<file path="config.mk">
export PLATFORM = sky130hd
export DESIGN_NAME = pip_decim_top
export DESIGN_NICKNAME = d
export VERILOG_FILES = /design/src/rtl/pip_pkg.sv /design/src/rtl/pip_sync_track.sv /design/src/rtl/pip_hdecim.sv /design/src/rtl/pip_addr_gen.sv /design/src/rtl/pip_decim_top.sv
export SDC_FILE = /design/constraint.sdc
export NUM_CORES = 1
export LEC_CHECK = 0
export ABC_AREA = 1
export BUFFER_PORTS_ARGS = -buffer_cell sky130_fd_sc_hd__buf_2
export CAP_MARGIN = 0
export CELL_PAD_IN_SITES_DETAIL_PLACEMENT = 0
export CELL_PAD_IN_SITES_GLOBAL_PLACEMENT = 1
export CORE_MARGIN = 10
export CORE_UTILIZATION = 38
export CTS_BUF_LIST = sky130_fd_sc_hd__clkbuf_16
export DETAILED_ROUTE_END_ITERATION = 16
export MAX_ROUTING_LAYER = met4
export PLACE_DENSITY_LB_ADDON = 0.2
export SYNTH_ARGS = -nofsm -noshare
export SYNTH_HDL_FRONTEND = slang
export SYNTH_SLANG_ARGS = --single-unit
</file>
<file path="constraint.sdc">
create_clock -name clk -period 7.25 [get_ports clk]
set_input_delay 0.3625 -clock clk [delete_from_list [all_inputs] [get_ports clk]]
set_output_delay 0.3625 -clock clk [all_outputs]
set_load 0.02 [all_outputs]
</file>
<file path="src/rtl/pip_pkg.sv">
package pip_pkg;

  typedef enum logic [1:0] {
    FAC_2 = 2'd0,
    FAC_3 = 2'd1,
    FAC_4 = 2'd2,
    FAC_6 = 2'd3
  } fac_e;

  function automatic logic [2:0] fac_value(input fac_e f);
    case (f)
      FAC_2:   return 3'd2;
      FAC_3:   return 3'd3;
      FAC_4:   return 3'd4;
      default: return 3'd6;
    endcase
  endfunction

endpackage

</file>
<file path="src/rtl/pip_sync_track.sv">
module pip_sync_track
  import pip_pkg::*;
#(
  parameter int H_START     = 144,
  parameter int H_WIDTH     = 576,
  parameter int V_START     = 22,
  parameter int V_LINES_625 = 252,
  parameter int V_LINES_525 = 204,
  parameter int STD_THRESH  = 300,
  parameter int VS_TIMEOUT  = 700
) (
  input  logic clk,
  input  logic rst,
  input  logic hsync_i,
  input  logic vsync_i,
  input  fac_e factor_sel,
  output logic vs_rise,
  output logic capture,
  output fac_e fac_q,
  output logic std625,
  output logic sync_ok
);

  localparam int H_END = H_START + H_WIDTH;
  localparam int HC_W  = $clog2(H_END + 1);
  localparam int V_SAT = VS_TIMEOUT + 1;
  localparam int VC_W  = $clog2(V_SAT + 1);

  logic            hs_d, vs_d, hs_rise;
  logic [HC_W-1:0] h_cnt;
  logic [VC_W-1:0] v_cnt, v_next, row_end;
  logic [2:0]      vph, fac_n;
  logic            std_q, to_q;
  logic            h_in, row_in;

  assign hs_rise = hsync_i & ~hs_d;
  assign vs_rise = vsync_i & ~vs_d;
  assign fac_n   = fac_value(fac_q);
  assign v_next  = (v_cnt == VC_W'(V_SAT)) ? v_cnt : v_cnt + 1'b1;

  always_ff @(posedge clk) begin
    if (rst) begin
      hs_d <= 1'b0;
      vs_d <= 1'b0;
    end else begin
      hs_d <= hsync_i;
      vs_d <= vsync_i;
    end
  end

  // sample position inside the line, parked at the end when idle
  always_ff @(posedge clk) begin
    if (rst)                           h_cnt <= HC_W'(H_END);
    else if (hs_rise)                  h_cnt <= '0;
    else if (h_cnt != HC_W'(H_END))    h_cnt <= h_cnt + 1'b1;
  end

  // line count since the last vertical pulse, and the kept-row phase
  always_ff @(posedge clk) begin
    if (rst) begin
      v_cnt <= '0;
      vph   <= '0;
    end else if (vs_rise) begin
      v_cnt <= '0;
      vph   <= '0;
    end else if (hs_rise) begin
      v_cnt <= v_next;
      if (v_next <= VC_W'(V_START))  vph <= '0;
      else if (vph == fac_n - 3'd1)  vph <= '0;
      else                           vph <= vph + 3'd1;
    end
  end

  // field-level state: standard, factor, timeout
  always_ff @(posedge clk) begin
    if (rst) begin
      std_q <= 1'b0;
      fac_q <= FAC_2;
      to_q  <= 1'b1;
    end else if (vs_rise) begin
      std_q <= (v_cnt >= VC_W'(STD_THRESH));
      fac_q <= factor_sel;
      to_q  <= 1'b0;
    end else if (hs_rise && (v_next == VC_W'(V_SAT))) begin
      to_q  <= 1'b1;
    end
  end

  assign row_end = std_q ? VC_W'(V_START + V_LINES_625) : VC_W'(V_START + V_LINES_525);
  assign row_in  = (v_cnt >= VC_W'(V_START)) && (v_cnt < row_end) && (vph == 3'd0);
  assign h_in    = (h_cnt >= HC_W'(H_START)) && (h_cnt < HC_W'(H_END));
  assign capture = row_in && h_in && !to_q;
  assign std625  = std_q;
  assign sync_ok = ~to_q;

endmodule

</file>
<file path="src/rtl/pip_hdecim.sv">
module pip_hdecim
  import pip_pkg::*;
#(
  parameter int Y_W = 6,
  parameter int C_W = 4
) (
  input  logic           clk,
  input  logic           rst,
  input  logic           capture,
  input  fac_e           fac,
  input  logic [Y_W-1:0] luma_i,
  input  logic [C_W-1:0] chroma_i,
  output logic           emit,
  output logic           wr_en,
  output logic [Y_W-1:0] wr_y,
  output logic [C_W-1:0] wr_c
);

  localparam int S_W = Y_W + 3;

  logic [S_W-1:0] acc, sum;
  logic [2:0]     ph, fac_n;
  logic [C_W-1:0] c_hold;
  logic           last;

  function automatic logic [Y_W-1:0] round_div(input logic [S_W-1:0] s, input fac_e f);
    logic [S_W-1:0] q;
    case (f)
      FAC_2:   q = (s + S_W'(1)) >> 1;
      FAC_3:   q = (s + S_W'(1)) / S_W'(3);
      FAC_4:   q = (s + S_W'(2)) >> 2;
      default: q = (s + S_W'(3)) / S_W'(6);
    endcase
    return q[Y_W-1:0];
  endfunction

  assign fac_n = fac_value(fac);
  assign last  = (ph == fac_n - 3'd1);
  assign sum   = acc + S_W'(luma_i);
  assign emit  = capture && last;

  always_ff @(posedge clk) begin
    if (rst) begin
      ph     <= '0;
      acc    <= '0;
      c_hold <= '0;
      wr_en  <= 1'b0;
      wr_y   <= '0;
      wr_c   <= '0;
    end else begin
      wr_en <= 1'b0;
      if (capture) begin
        if (last) begin
          wr_en <= 1'b1;
          wr_y  <= round_div(sum, fac);
          wr_c  <= c_hold;
          acc   <= '0;
          ph    <= '0;
        end else begin
          acc <= sum;
          ph  <= ph + 3'd1;
          if (ph == 3'd0) c_hold <= chroma_i;
        end
      end else begin
        acc <= '0;
        ph  <= '0;
      end
    end
  end

endmodule

</file>
<file path="src/rtl/pip_addr_gen.sv">
module pip_addr_gen #(
  parameter int ADDR_W = 16
) (
  input  logic              clk,
  input  logic              rst,
  input  logic              vs_rise,
  input  logic              emit,
  output logic [ADDR_W-1:0] wr_addr
);

  logic [ADDR_W-1:0] cnt;

  always_ff @(posedge clk) begin
    if (rst) begin
      cnt     <= '0;
      wr_addr <= '0;
    end else begin
      if (emit) wr_addr <= cnt;
      if (vs_rise)   cnt <= '0;
      else if (emit) cnt <= cnt + 1'b1;
    end
  end

endmodule

</file>
<file path="src/rtl/pip_decim_top.sv">
module pip_decim_top
  import pip_pkg::*;
#(
  parameter int Y_W         = 6,
  parameter int C_W         = 4,
  parameter int ADDR_W      = 16,
  parameter int H_START     = 144,
  parameter int H_WIDTH     = 576,
  parameter int V_START     = 22,
  parameter int V_LINES_625 = 252,
  parameter int V_LINES_525 = 204,
  parameter int STD_THRESH  = 300,
  parameter int VS_TIMEOUT  = 700
) (
  input  logic              clk,
  input  logic              rst,
  input  logic              hsync_i,
  input  logic              vsync_i,
  input  logic [Y_W-1:0]    luma_i,
  input  logic [C_W-1:0]    chroma_i,
  input  logic [1:0]        factor_sel_i,
  output logic              wr_en_o,
  output logic [ADDR_W-1:0] wr_addr_o,
  output logic [Y_W-1:0]    wr_luma_o,
  output logic [C_W-1:0]    wr_chroma_o,
  output logic              std625_o,
  output logic              sync_ok_o
);

  logic vs_rise, capture, emit;
  fac_e fac_q;

  pip_sync_track #(
    .H_START(H_START), .H_WIDTH(H_WIDTH), .V_START(V_START),
    .V_LINES_625(V_LINES_625), .V_LINES_525(V_LINES_525),
    .STD_THRESH(STD_THRESH), .VS_TIMEOUT(VS_TIMEOUT)
  ) u_sync (
    .clk(clk), .rst(rst), .hsync_i(hsync_i), .vsync_i(vsync_i),
    .factor_sel(fac_e'(factor_sel_i)), .vs_rise(vs_rise), .capture(capture),
    .fac_q(fac_q), .std625(std625_o), .sync_ok(sync_ok_o)
  );

  pip_hdecim #(.Y_W(Y_W), .C_W(C_W)) u_hdec (
    .clk(clk), .rst(rst), .capture(capture), .fac(fac_q),
    .luma_i(luma_i), .chroma_i(chroma_i), .emit(emit),
    .wr_en(wr_en_o), .wr_y(wr_luma_o), .wr_c(wr_chroma_o)
  );

  pip_addr_gen #(.ADDR_W(ADDR_W)) u_addr (
    .clk(clk), .rst(rst), .vs_rise(vs_rise), .emit(emit), .wr_addr(wr_addr_o)
  );

endmodule

</file>
==> summary.txt <==
Outcome
  – Status: finished, final reports clean

Global routing
  – Overflow after GRT: 0
  – Initial antenna violation count: 0
  – Met1 Use GR: approximately 18%
  – First-pass GRT wire length: approximately 26000 um
  – GR Util met2: between 20% and 30%
  – Grt met3 use: between 2 and 2.5%
  – Vias in the first global route: between 5000 and 6000
  – Most used routing layer: met2
  – Tot GR Track Use: between 10% and 20%
  – Largest net degree at the start of global routing: between 40 and 50

STA
  – Final Skew: about 0.020 ns
  – Final Hold Viols: 0
  – Setup TNS: 0 ns
  – RSZ-0062 raised after global routing: no
  – Worst Hold Slack: about 0.22 ns
  – Slew headroom: 42.9%
  – Peak Freq: 0.178 GHz
  – Worst Tran Pin Value: 0.854 ns
  – Minimum clock period: between 5 and 6 ns
  – Final Setup Violations: 0
  – Final period util: 77.5%
  – Final slew viol count: 0

Setup path
  – Reg-to-reg critical path endpoint: u_hdec.wr_y[0]
  – Crit. End Element: flop
  – Worst EP arrival: 5.84 ns
  – Worst path slowest cell: fa_1
  – Crit-path leading delay family: simple AND/OR/NAND/NOR gates
  – RR Startpoint: u_hdec.acc[0]
  – Bufs and invs on worst path: 5
  – R2R depth: 45
  – Slowest Stage Delay on Critical Path: ~0.64 ns
  – Critical setup path kind: reg2reg
  – CP Launch Type: flop
  – Max FO, Critical Path: 5
  – Cell repeated most along the worst path: nand2_1
  – Reg2Reg Setup Slack: roughly 1.6 ns
  – WP data required: between 7 and 8 ns

Synthesis
  – Top_reg_cell synth: dfxtp_1
  – Cell count after synthesis: around 900
  – Syn Area/Cell: between 6 and 7 um2
  – Sequential share of the synthesized area: a little under 30%
  – Yosys cell types: 48
  – Async S/R FF share, synth: 0%
  – Synthesized net count: between 900 and 1000
  – Yosys warnings: 0
  – Post-synth EDFFs: 0
  – Synth Register Bits: 88
  – Synth Cell Area: 6030 um2

Final layout
  – Core Util, Final: 44.0%
  – Multi-input logic area: about 3700 um2
  – Reg area: approximately 1800 um2
  – Layout cells sized above 1: ~16%
  – Nets: around 970
  – Fill count: between 1500 and 2000
  – Fin area: 6760 um2
  – Antenna diodes: 0
  – Synth-to-Final Area Change: 12.1%

Flow run
  – Max-cap viol count: 0

CTS
  – Total CTS buffers: 9
  – Post-CTS sizing: 0
  – Worst-Skew Late Latency: 0.36 ns
  – Clock Pin Slew Worst Setup and Hold Paths: approximately 0.080 ns
  – CTS tree: yes
  – Root Buffer: clkbuf_16
  – CTS sink cnt: a little under 90
  – Clk buf depth: 2
  – Hold buffer count at CTS: 0
  – # H-tree levels: 3
  – Post-CTS Setup Inserts: 0

Floorplan
  – Die Wd: ~150 um
  – Starting Density: between 30% and 40%
  – Core Rows: 45
  – IO Pins: between 40 and 50
  – Die area: between 20000 and 25000 um2
  – Core area: between 15000 and 20000 um2
  – Die Y-Extent: about 150 um

Power and ir drop
  – Pwr dens: roughly 190 nW/um2
  – Maximum vdd drop: 112 uV
  – Leakage: around 0.0031 uW
  – Total power: 1270 uW

Routing
  – Routed WL: 14800 um
  – Avg Vias per Cell: around 5
  – DRT Pass-1 Iters: 7
  – 1st-iter DRT viols: between 200 and 250
  – Remaining antenna violation count: 0
  – WL/cell: around 13 um
  – DR vias: roughly 5500
  – Post-route DRC: 0

Worst hold path
  – HP Start: hsync_i
  – Worst Hold End: u_sync.hs_d
  – Hold path cells: 3
  – Min-Delay Path Class: in2reg

Place
  – HPWL after DPL: between 10000 and 15000 um
  – IO buf count: 44
  – Placer Congestion: between 0.8 and 0.9
  – Post-DP Area: 6470 um2
[through the flow]
step,cells,setup WS [ns]
final,1137,1.63
after global routing,1137,0.943
after CTS,1137,1.62
after detailed placement,1121,1.47
after global placement,1121,1.54
after floorplan,880,2.11
[worst reg2reg max path, delay by kind of cell (launching register included)]
family	cells	cell delay, ns
DFF	1	0.31
and+or+nand+nor	31	2.84
AOI/OAI and AO/OA	4	0.44
adders and majority gates	5	1.46
buffers and inverters	5	0.42
[kinds of logic after synthesis]
group,after synthesis,share of synthesized area (%)
xor+xnor,22,3.19
simple gates,403,34.3
buf+inv,162,10.1
fa+ha+maj,34,7.18
flops,88,29.2
compound gates,171,16.1
[Yosys cell counts (15+ instances only)]
cell	count	area, um2
a21oi_1	78	390
dfxtp_1	88	1760
ha_1	33	413
inv_1	130	488
nand2_1	170	638
nand2_2	22	138
nand3_1	43	215
nand3_2	15	150
nand4_1	26	163
nor2_1	72	270
o21ai_0	60	300
xor2_1	16	140
[sequential cells by signal, indices dropped and copies added (netlist names)]
signal	count
u_hdec.wr_c	4
u_sync.vph	3
u_hdec.ph	3
u_sync.h_cnt	10
u_sync.std625	1
u_addr.cnt	16
u_hdec.acc	9
u_addr.wr_addr	16
u_sync.v_cnt	10
u_hdec.wr_en	1
u_hdec.c_hold	4
u_sync.fac_q	2
u_sync.hs_d	1
u_hdec.wr_y	6
u_sync.vs_d	1
u_sync.to_q	1
[per-layer routing]
metal  vias up  share of wire (%)
met5         -                  0
met4         0               0.84
met3        10                2.0
met2        52                 48
met1      2506                 50
li1       2965                  -
[worst max-delay path by stage]
stage | startpoint | endpoint | slack, ns | cells after the start
after floorplan | luma_i[0] | u_hdec.wr_y[0] | 2.11 | 45
after global routing | u_hdec.acc[0] | u_hdec.wr_y[0] | 0.94 | 45
after global placement | luma_i[0] | u_hdec.wr_y[0] | 1.54 | 46
final | u_hdec.acc[0] | u_hdec.wr_y[0] | 1.63 | 45
after CTS | u_hdec.acc[0] | u_hdec.wr_y[0] | 1.62 | 45
after detailed placement | luma_i[0] | u_hdec.wr_y[0] | 1.47 | 46
[area by class of cell]
class | instances | area share [%]
Tap cell | 211 | 3.91
Clock inverter | 7 | 0.944
Timing Repair Buffer | 46 | 3.48
Inverter | 146 | 8.11
Sequential cell | 88 | 26.1
Multi-Input combinational cell | 630 | 54.2
Clock buffer | 9 | 3.33
[cells in the final DEF (no fill, tap or decap), drive strengths merged, types with 3 or more instances in the layout]
| cell | instances |
|---|---|
| a211oi | 5 |
| a21oi | 81 |
| a221oi | 3 |
| a31oi | 4 |
| buf | 46 |
| clkbuf | 9 |
| clkinv | 5 |
| dfxtp | 88 |
| ha | 33 |
| inv | 147 |
| nand2 | 204 |
| nand3 | 62 |
| nand3b | 4 |
| nand4 | 29 |
| nor2 | 79 |
| nor3 | 13 |
| nor4 | 4 |
| o211ai | 4 |
| o21ai | 64 |
| o21bai | 3 |
| or2 | 5 |
| xnor2 | 6 |
| xor2 | 16 |
[where the power goes]
group          total [uW]  leakage (uW)  switching [uW]  internal (uW)
Sequential            505      0.000713            10.4            495
Clock                 460      0.000140             221            239
Combinational         305       0.00229             202            103
Total                1270       0.00314             434            837
No activity file was read; power rests on OpenSTA's default activity.
